File: config.mk
export PLATFORM = sky130hd
export DESIGN_NAME = sram_datapath
export DESIGN_NICKNAME = d
export VERILOG_FILES = /design/src/rtl/sram_dp_pkg.sv /design/src/rtl/sram_cmd_fsm.sv /design/src/rtl/sram_byte_array.sv /design/src/rtl/sram_out_stage.sv /design/src/rtl/sram_datapath.sv
export SDC_FILE = /design/constraint.sdc
export NUM_CORES = 2
export LEC_CHECK = 0
export BUFFER_PORTS_ARGS = -buffer_cell sky130_fd_sc_hd__buf_2
export CORE_ASPECT_RATIO = 1.1
export CORE_UTILIZATION = 35
export DETAILED_ROUTE_END_ITERATION = 8
export GPL_ROUTABILITY_DRIVEN = 1
export PLACE_DENSITY_LB_ADDON = 0.15
export SETUP_SLACK_MARGIN = 0.15
export SLEW_MARGIN = 20
export SYNTH_ARGS = -nofsm -noshare
export SYNTH_HDL_FRONTEND = slang
export SYNTH_HIERARCHICAL = 1
export SYNTH_SLANG_ARGS = --single-unit
File: constraint.sdc
create_clock -name clk -period 4 [get_ports clk]
set_clock_uncertainty 0.2 [all_clocks]
set_input_delay 0.6 -clock clk [delete_from_list [all_inputs] [get_ports clk]]
set_output_delay 0.6 -clock clk [all_outputs]
set_load 0.1 [all_outputs]
File: src/rtl/sram_dp_pkg.sv
`timescale 1ns/1ps
package sram_dp_pkg;
    typedef enum logic [1:0] {
        ST_DESEL = 2'd0,
        ST_READ  = 2'd1,
        ST_WRITE = 2'd2,
        ST_SLEEP = 2'd3
    } cmd_state_t;
endpackage

File: src/rtl/sram_cmd_fsm.sv
`timescale 1ns/1ps
module sram_cmd_fsm
    import sram_dp_pkg::*;
#(
    parameter int NB = 4
) (
    input  logic          clk,
    input  logic          rst_n,
    input  logic          ce1,
    input  logic          ce2,
    input  logic          gwr,
    input  logic          bw_en,
    input  logic [NB-1:0] byte_sel,
    input  logic          sleep,
    output logic          wr_en,
    output logic          rd_en,
    output logic [NB-1:0] wr_mask,
    output logic          drive_ft,
    output logic          drive_pl
);
    cmd_state_t st_q, st_d;
    logic       prev_rd_q;
    logic       is_write;

    assign is_write = gwr | (bw_en & (|byte_sel));

    // next-state decision: sleep beats everything, then selection, then kind
    always_comb begin
        if (sleep)
            st_d = ST_SLEEP;
        else if (!(ce1 && ce2))
            st_d = ST_DESEL;
        else if (is_write)
            st_d = ST_WRITE;
        else
            st_d = ST_READ;
    end

    assign wr_en   = (st_d == ST_WRITE);
    assign rd_en   = (st_d == ST_READ);
    assign wr_mask = gwr ? {NB{1'b1}} : byte_sel;

    // state register
    always_ff @(posedge clk or negedge rst_n) begin
        if (!rst_n) begin
            st_q      <= ST_DESEL;
            prev_rd_q <= 1'b0;
        end else begin
            st_q      <= st_d;
            prev_rd_q <= (st_q == ST_READ);
        end
    end

    // outputs from the captured command
    always_comb begin
        drive_ft = 1'b0;
        drive_pl = 1'b0;
        unique case (st_q)
            ST_READ: begin
                drive_ft = 1'b1;
                drive_pl = prev_rd_q;
            end
            ST_DESEL, ST_WRITE, ST_SLEEP: begin
                drive_ft = 1'b0;
                drive_pl = 1'b0;
            end
        endcase
    end

    assert_sleep_enters_state_R8: assert property (@(posedge clk) disable iff (!rst_n)
        sleep |=> (st_q == ST_SLEEP));

    assert_write_needs_select_R3: assert property (@(posedge clk) disable iff (!rst_n)
        !(ce1 && ce2) |=> (st_q != ST_WRITE));
endmodule

File: src/rtl/sram_byte_array.sv
`timescale 1ns/1ps
module sram_byte_array #(
    parameter int AW     = 6,
    parameter int NB     = 4,
    parameter int BYTE_W = 8
) (
    input  logic                 clk,
    input  logic                 wr_en,
    input  logic                 rd_en,
    input  logic [NB-1:0]        wr_mask,
    input  logic [AW-1:0]        addr,
    input  logic [NB*BYTE_W-1:0] wdata,
    output logic [NB*BYTE_W-1:0] rdata
);
    localparam int DEPTH = 1 << AW;

    for (genvar b = 0; b < NB; b++) begin : g_lane
        logic [BYTE_W-1:0] mem [DEPTH];
        logic [BYTE_W-1:0] rd_q;

        always_ff @(posedge clk) begin
            if (wr_en && wr_mask[b])
                mem[addr] <= wdata[b*BYTE_W +: BYTE_W];
            if (rd_en)
                rd_q <= mem[addr];
        end

        assign rdata[b*BYTE_W +: BYTE_W] = rd_q;
    end
endmodule

File: src/rtl/sram_out_stage.sv
`timescale 1ns/1ps
module sram_out_stage #(
    parameter int DW = 32
) (
    input  logic          clk,
    input  logic          rst_n,
    input  logic          pipe_mode,
    input  logic          oe_in,
    input  logic          sleep,
    input  logic          drive_ft,
    input  logic          drive_pl,
    input  logic [DW-1:0] rdata,
    output logic [DW-1:0] d_out,
    output logic          d_oe
);
    logic [DW-1:0] pipe_q;

    always_ff @(posedge clk or negedge rst_n) begin
        if (!rst_n)
            pipe_q <= '0;
        else
            pipe_q <= rdata;
    end

    assign d_out = pipe_mode ? pipe_q : rdata;
    assign d_oe  = oe_in & ~sleep & (pipe_mode ? drive_pl : drive_ft);
endmodule

File: src/rtl/sram_datapath.sv
`timescale 1ns/1ps
module sram_datapath #(
    parameter  int AW     = 6,
    parameter  int NB     = 4,
    parameter  int BYTE_W = 8,
    localparam int DW     = NB * BYTE_W
) (
    input  logic          clk,
    input  logic          rst_n,
    input  logic          ce1,
    input  logic          ce2,
    input  logic          gwr,
    input  logic          bw_en,
    input  logic [NB-1:0] byte_sel,
    input  logic          pipe_mode,
    input  logic          oe_in,
    input  logic          sleep,
    input  logic [AW-1:0] addr,
    input  logic [DW-1:0] d_in,
    output logic [DW-1:0] d_out,
    output logic          d_oe
);
    logic          wr_en, rd_en, drive_ft, drive_pl;
    logic [NB-1:0] wr_mask;
    logic [DW-1:0] rdata;

    sram_cmd_fsm #(.NB(NB)) u_fsm (
        .clk(clk), .rst_n(rst_n), .ce1(ce1), .ce2(ce2), .gwr(gwr),
        .bw_en(bw_en), .byte_sel(byte_sel), .sleep(sleep),
        .wr_en(wr_en), .rd_en(rd_en), .wr_mask(wr_mask),
        .drive_ft(drive_ft), .drive_pl(drive_pl)
    );

    sram_byte_array #(.AW(AW), .NB(NB), .BYTE_W(BYTE_W)) u_array (
        .clk(clk), .wr_en(wr_en), .rd_en(rd_en), .wr_mask(wr_mask),
        .addr(addr), .wdata(d_in), .rdata(rdata)
    );

    sram_out_stage #(.DW(DW)) u_out (
        .clk(clk), .rst_n(rst_n), .pipe_mode(pipe_mode), .oe_in(oe_in),
        .sleep(sleep), .drive_ft(drive_ft), .drive_pl(drive_pl),
        .rdata(rdata), .d_out(d_out), .d_oe(d_oe)
    );

    assert_ft_read_drives_R4: assert property (@(posedge clk) disable iff (!rst_n)
        (!pipe_mode && rd_en) |=> (d_oe || !oe_in || sleep || pipe_mode));

    assert_pl_first_read_quiet_R5: assert property (@(posedge clk) disable iff (!rst_n)
        (pipe_mode && rd_en && !drive_ft) |=> (!d_oe || !pipe_mode));

    assert_nonread_turns_off_R6: assert property (@(posedge clk) disable iff (!rst_n)
        !rd_en |=> !d_oe);
endmodule

==> metrics.yaml <==
sta:
  final.min_clock_period_ns: 3.43
  rsz0062_at_grt: "no"
  final.setup.tns_ns: 0
  maxSlewHeadroom: 0.214
  worst_pin_slew_ns: 1.18
  setup_viol: 0
  finalCritPeriodShare: 0.858
  timing_hold_violations_final: 0
  slew_violations: 0
  setup_slack_ns: 0.570
  max_freq_mhz: 292
yosys:
  synth-seq-cells: 2115
  syn_inst: 4734
  avgSynthCellArea_sq_um: 17.2
  synth_top_area_frac: 0.767
  netlist_top_cells_area: "edfxtp_1 (77%), a221oi_1 (3.8%), mux2i_1 (3.3%), nor2_1 (2.0%), mux2_2 (1.2%)"
  ys_top_cells_by_count: "edfxtp_1 (2080), nor2_1 (434), a221oi_1 (358), mux2i_1 (268), o21ai_0 (167)"
  synth_seq_area_share: 0.777
  syn_nets: 4785
  synth_cell_types: 65
  yosys.area.top_type: "edfxtp_1"
  async_flop_share: 0.0165
  synth-edff-count: 2080
  yosysMostFrequentCell: "edfxtp_1"
  ys_warn_count: 6
  synth_area_sq_um: 81500
  synth_top_flop_cell: "edfxtp_1"
clock_tree:
  htree_levels: 4
  clockBufferDepth: 3
  path_clk_slew_ns: 0.06
  root_buffer: "clkbuf_16"
  cts_tree: "yes"
  cts_setup_buffers: 0
  cts-buffers-inserted: 214
  clk_latency_ns: 0.88
  cts_sinks: 2115
pwr:
  p_sw_frac: 0.224
  power_frac_clock: 0.416
  power_frac_seq: 0.526
  cellInternalPower_mw: 36.0
  combPwrFrac: 0.058
  power_density_nw_per_um2: 489
  leakagePower_nw: 30.9
  max-vdd-ir-drop_v: 0.000357
  power.switching_mw: 10.4
floorplanning:
  die_area_sq_um: 235000
  die_w_um: 462
  boundaryPins: 84
  rows: 185
  die_h_um: 508
  start_util: 0.352
  fp.coreArea_sq_um: 231000
critical_path:
  reg2reg_to: "u_array/g_lane[1].rd_q[7]"
  worstPathArrival_ns: 3.73
  end_kind: "flip-flop"
  reg2reg_from: "u_array/g_lane[1].mem[42][7]"
  cp_max_fo: 8
  critPathKind: "in -> reg"
  r2r_slack_ns: 1.28
  required_ns: 4.30
  start_kind: "input port"
  r2r.worst_path.cells: 5
global_routing:
  overflow: 0
  grt.total_usage: 0.223
  grt_pass1_wl_mm: 369
  antenna_found_initial: 27
  grt_max_degree: 81
  grt_pass1_vias: 47000
status:
  status: "finished clean"
final_layout:
  area_growth_pct: 16.5
  drive_above_1_share: 0.194
  nNetsFinal: 5185
flow_run:
  cap_viol_max_count: 0
worst_hold_path:
  hold_path_class: "in -> reg"
  hold-path-endpoint: "u_array/g_lane[2].mem[52][3]"
  hold_path.startpoint: "d_in[19]"
  holdPathStages: 1
detailed_routing:
  wl_mm: 264
  vias_per_cell: 5.61
  wl_per_cell_um: 31.3
  ant_nets: 0
  drc: 0
  vias: 47200
  dr.pass1.iters: 6
  drtIter0Drc: 4358
place:
  place.detailed.hpwl_mm: 168
  place.gp.congestion: 0.840
  place_worst_setup_slack_ns: 0.0639
  numPortBuffers: 83
==> power by group through the flow <==
stage,clock [mW],sequential (mW),combinational (mW)
finish,19.3,24.4,2.69
global route,20.4,24.4,2.83
CTS,19.7,24.4,2.71
detailed placement,0,24.9,2.70
global placement,0,24.9,2.69
floorplan,0,24.9,1.30
==> worst max-delay path, cell delays in order <==
cell and delay, ns:
dlygate4sd3_1 0.52, buf_2 0.12, o41ai_2 0.09, a211oi_1 0.39, and2_1 0.61, nand2_1 0.44, buf_4 0.29, nor2_1 0.64
==> cell type report <==
type | instances | area, sq um
timing repair buffer | 541 | 4460
tap | 3085 | 3860
antenna | 8 | 20.0
sequential | 2115 | 63300
clock inverter | 124 | 968
clock buffer | 275 | 5700
multi-input combinational | 2258 | 16600
inverter | 4 | 25.0
fill | 20800 | 136000
==> kinds of logic (layout without fill, tap and decap cells) <==
logic type             Yosys count  in the layout  share of synthesized area
AND/OR/NAND/NOR                682            682                     0.0355
buffers and inverters          361            944                     0.0212
AO/OA/AOI/OAI                 1142           1142                      0.102
multiplexers                   434            434                     0.0634
flip-flops                    2115           2115                      0.777
other                            0              8                          0
==> sequential cells by signal, indices dropped and copies added, names as in the netlist <==
name                 flops
u_fsm/prev_rd_q          1
u_array/g_lane.rd_q     32
u_fsm/st_q               2
u_array/g_lane.mem    2048
u_out/pipe_q            32
==> metal layers <==
metal	wire length (um)	vias to the layer above	global-route usage
met3	13500	322	0.0267
met4	6850	4	0.0632
li1	-	20200	-
met5	22	-	0
met2	129000	1549	0.369
met1	114000	25100	0.307
==> worst max-delay path by stage <==
stage	to	slack [ns]	from
after floorplan	d_oe	0.16	pipe_mode
after global placement	u_array/g_lane[1].rd_q[0]	0.06	addr[1]
after detailed placement	u_array/g_lane[1].rd_q[6]	0.06	addr[1]
after CTS	d_out[12]	0.71	u_array/g_lane[1].rd_q[4]
after global routing	u_array/g_lane[2].mem[1][4]	0.51	bw_en
final	u_array/g_lane[2].mem[1][1]	0.57	bw_en
==> per-stage QoR <==
step / hold slack, ns / cell area, sq um / power [mW] / utilization / cells
after floorplan: 0.104 / 81500 / 26.2 / - / 4734
after global placement: 0.166 / 88100 / 27.6 / 0.381 / 7994
after detailed placement: 0.184 / 88100 / 27.6 / 0.381 / 7994
after CTS: 0.00431 / 94900 / 46.8 / 0.410 / 8401
after global routing: 0.0123 / 94900 / 47.7 / 0.410 / 8404
final: 0.0486 / 94900 / 46.4 / 0.411 / 8410
==> layout by cell type, fill, tap and decap left out, types with 8 or more instances in the layout <==
master | synthesis | final
a22o_1 | 60 | 60
or3_1 | 27 | 27
o22a_1 | 13 | 13
buf_4 | 20 | 409
dfrtp_1 | 35 | 35
a21oi_1 | 93 | 93
mux2_4 | 31 | 31
nand2_1 | 123 | 120
clkinv_2 | 0 | 42
a221o_1 | 16 | 16
o21ai_0 | 167 | 167
nand3_1 | 14 | 13
clkbuf_1 | 166 | 54
a211oi_1 | 43 | 43
o22ai_1 | 154 | 154
o31ai_1 | 15 | 15
o21a_1 | 13 | 13
bufinv_16 | 0 | 13
nor2_1 | 434 | 428
clkbuf_16 | 0 | 218
mux4_2 | 44 | 44
o221ai_1 | 8 | 8
nand4_1 | 29 | 29
dlygate4sd3_1 | 0 | 8
buf_12 | 3 | 44
a311oi_1 | 15 | 15
o21ai_1 | 8 | 8
mux2i_1 | 268 | 268
a221oi_1 | 358 | 358
buf_2 | 111 | 77
a22oi_1 | 128 | 128
diode_2 | 0 | 8
clkinv_1 | 0 | 54
a31oi_1 | 28 | 28
a222oi_1 | 12 | 12
mux2_2 | 90 | 90
edfxtp_1 | 2080 | 2080
==> repair_timing <==
item / CTS / global route
resized for setup: 0 / 0
hold buffers: 8 / 0
hold endpoints to repair: 72 / 0
Note: power is estimated with default switching activity, not from simulation.
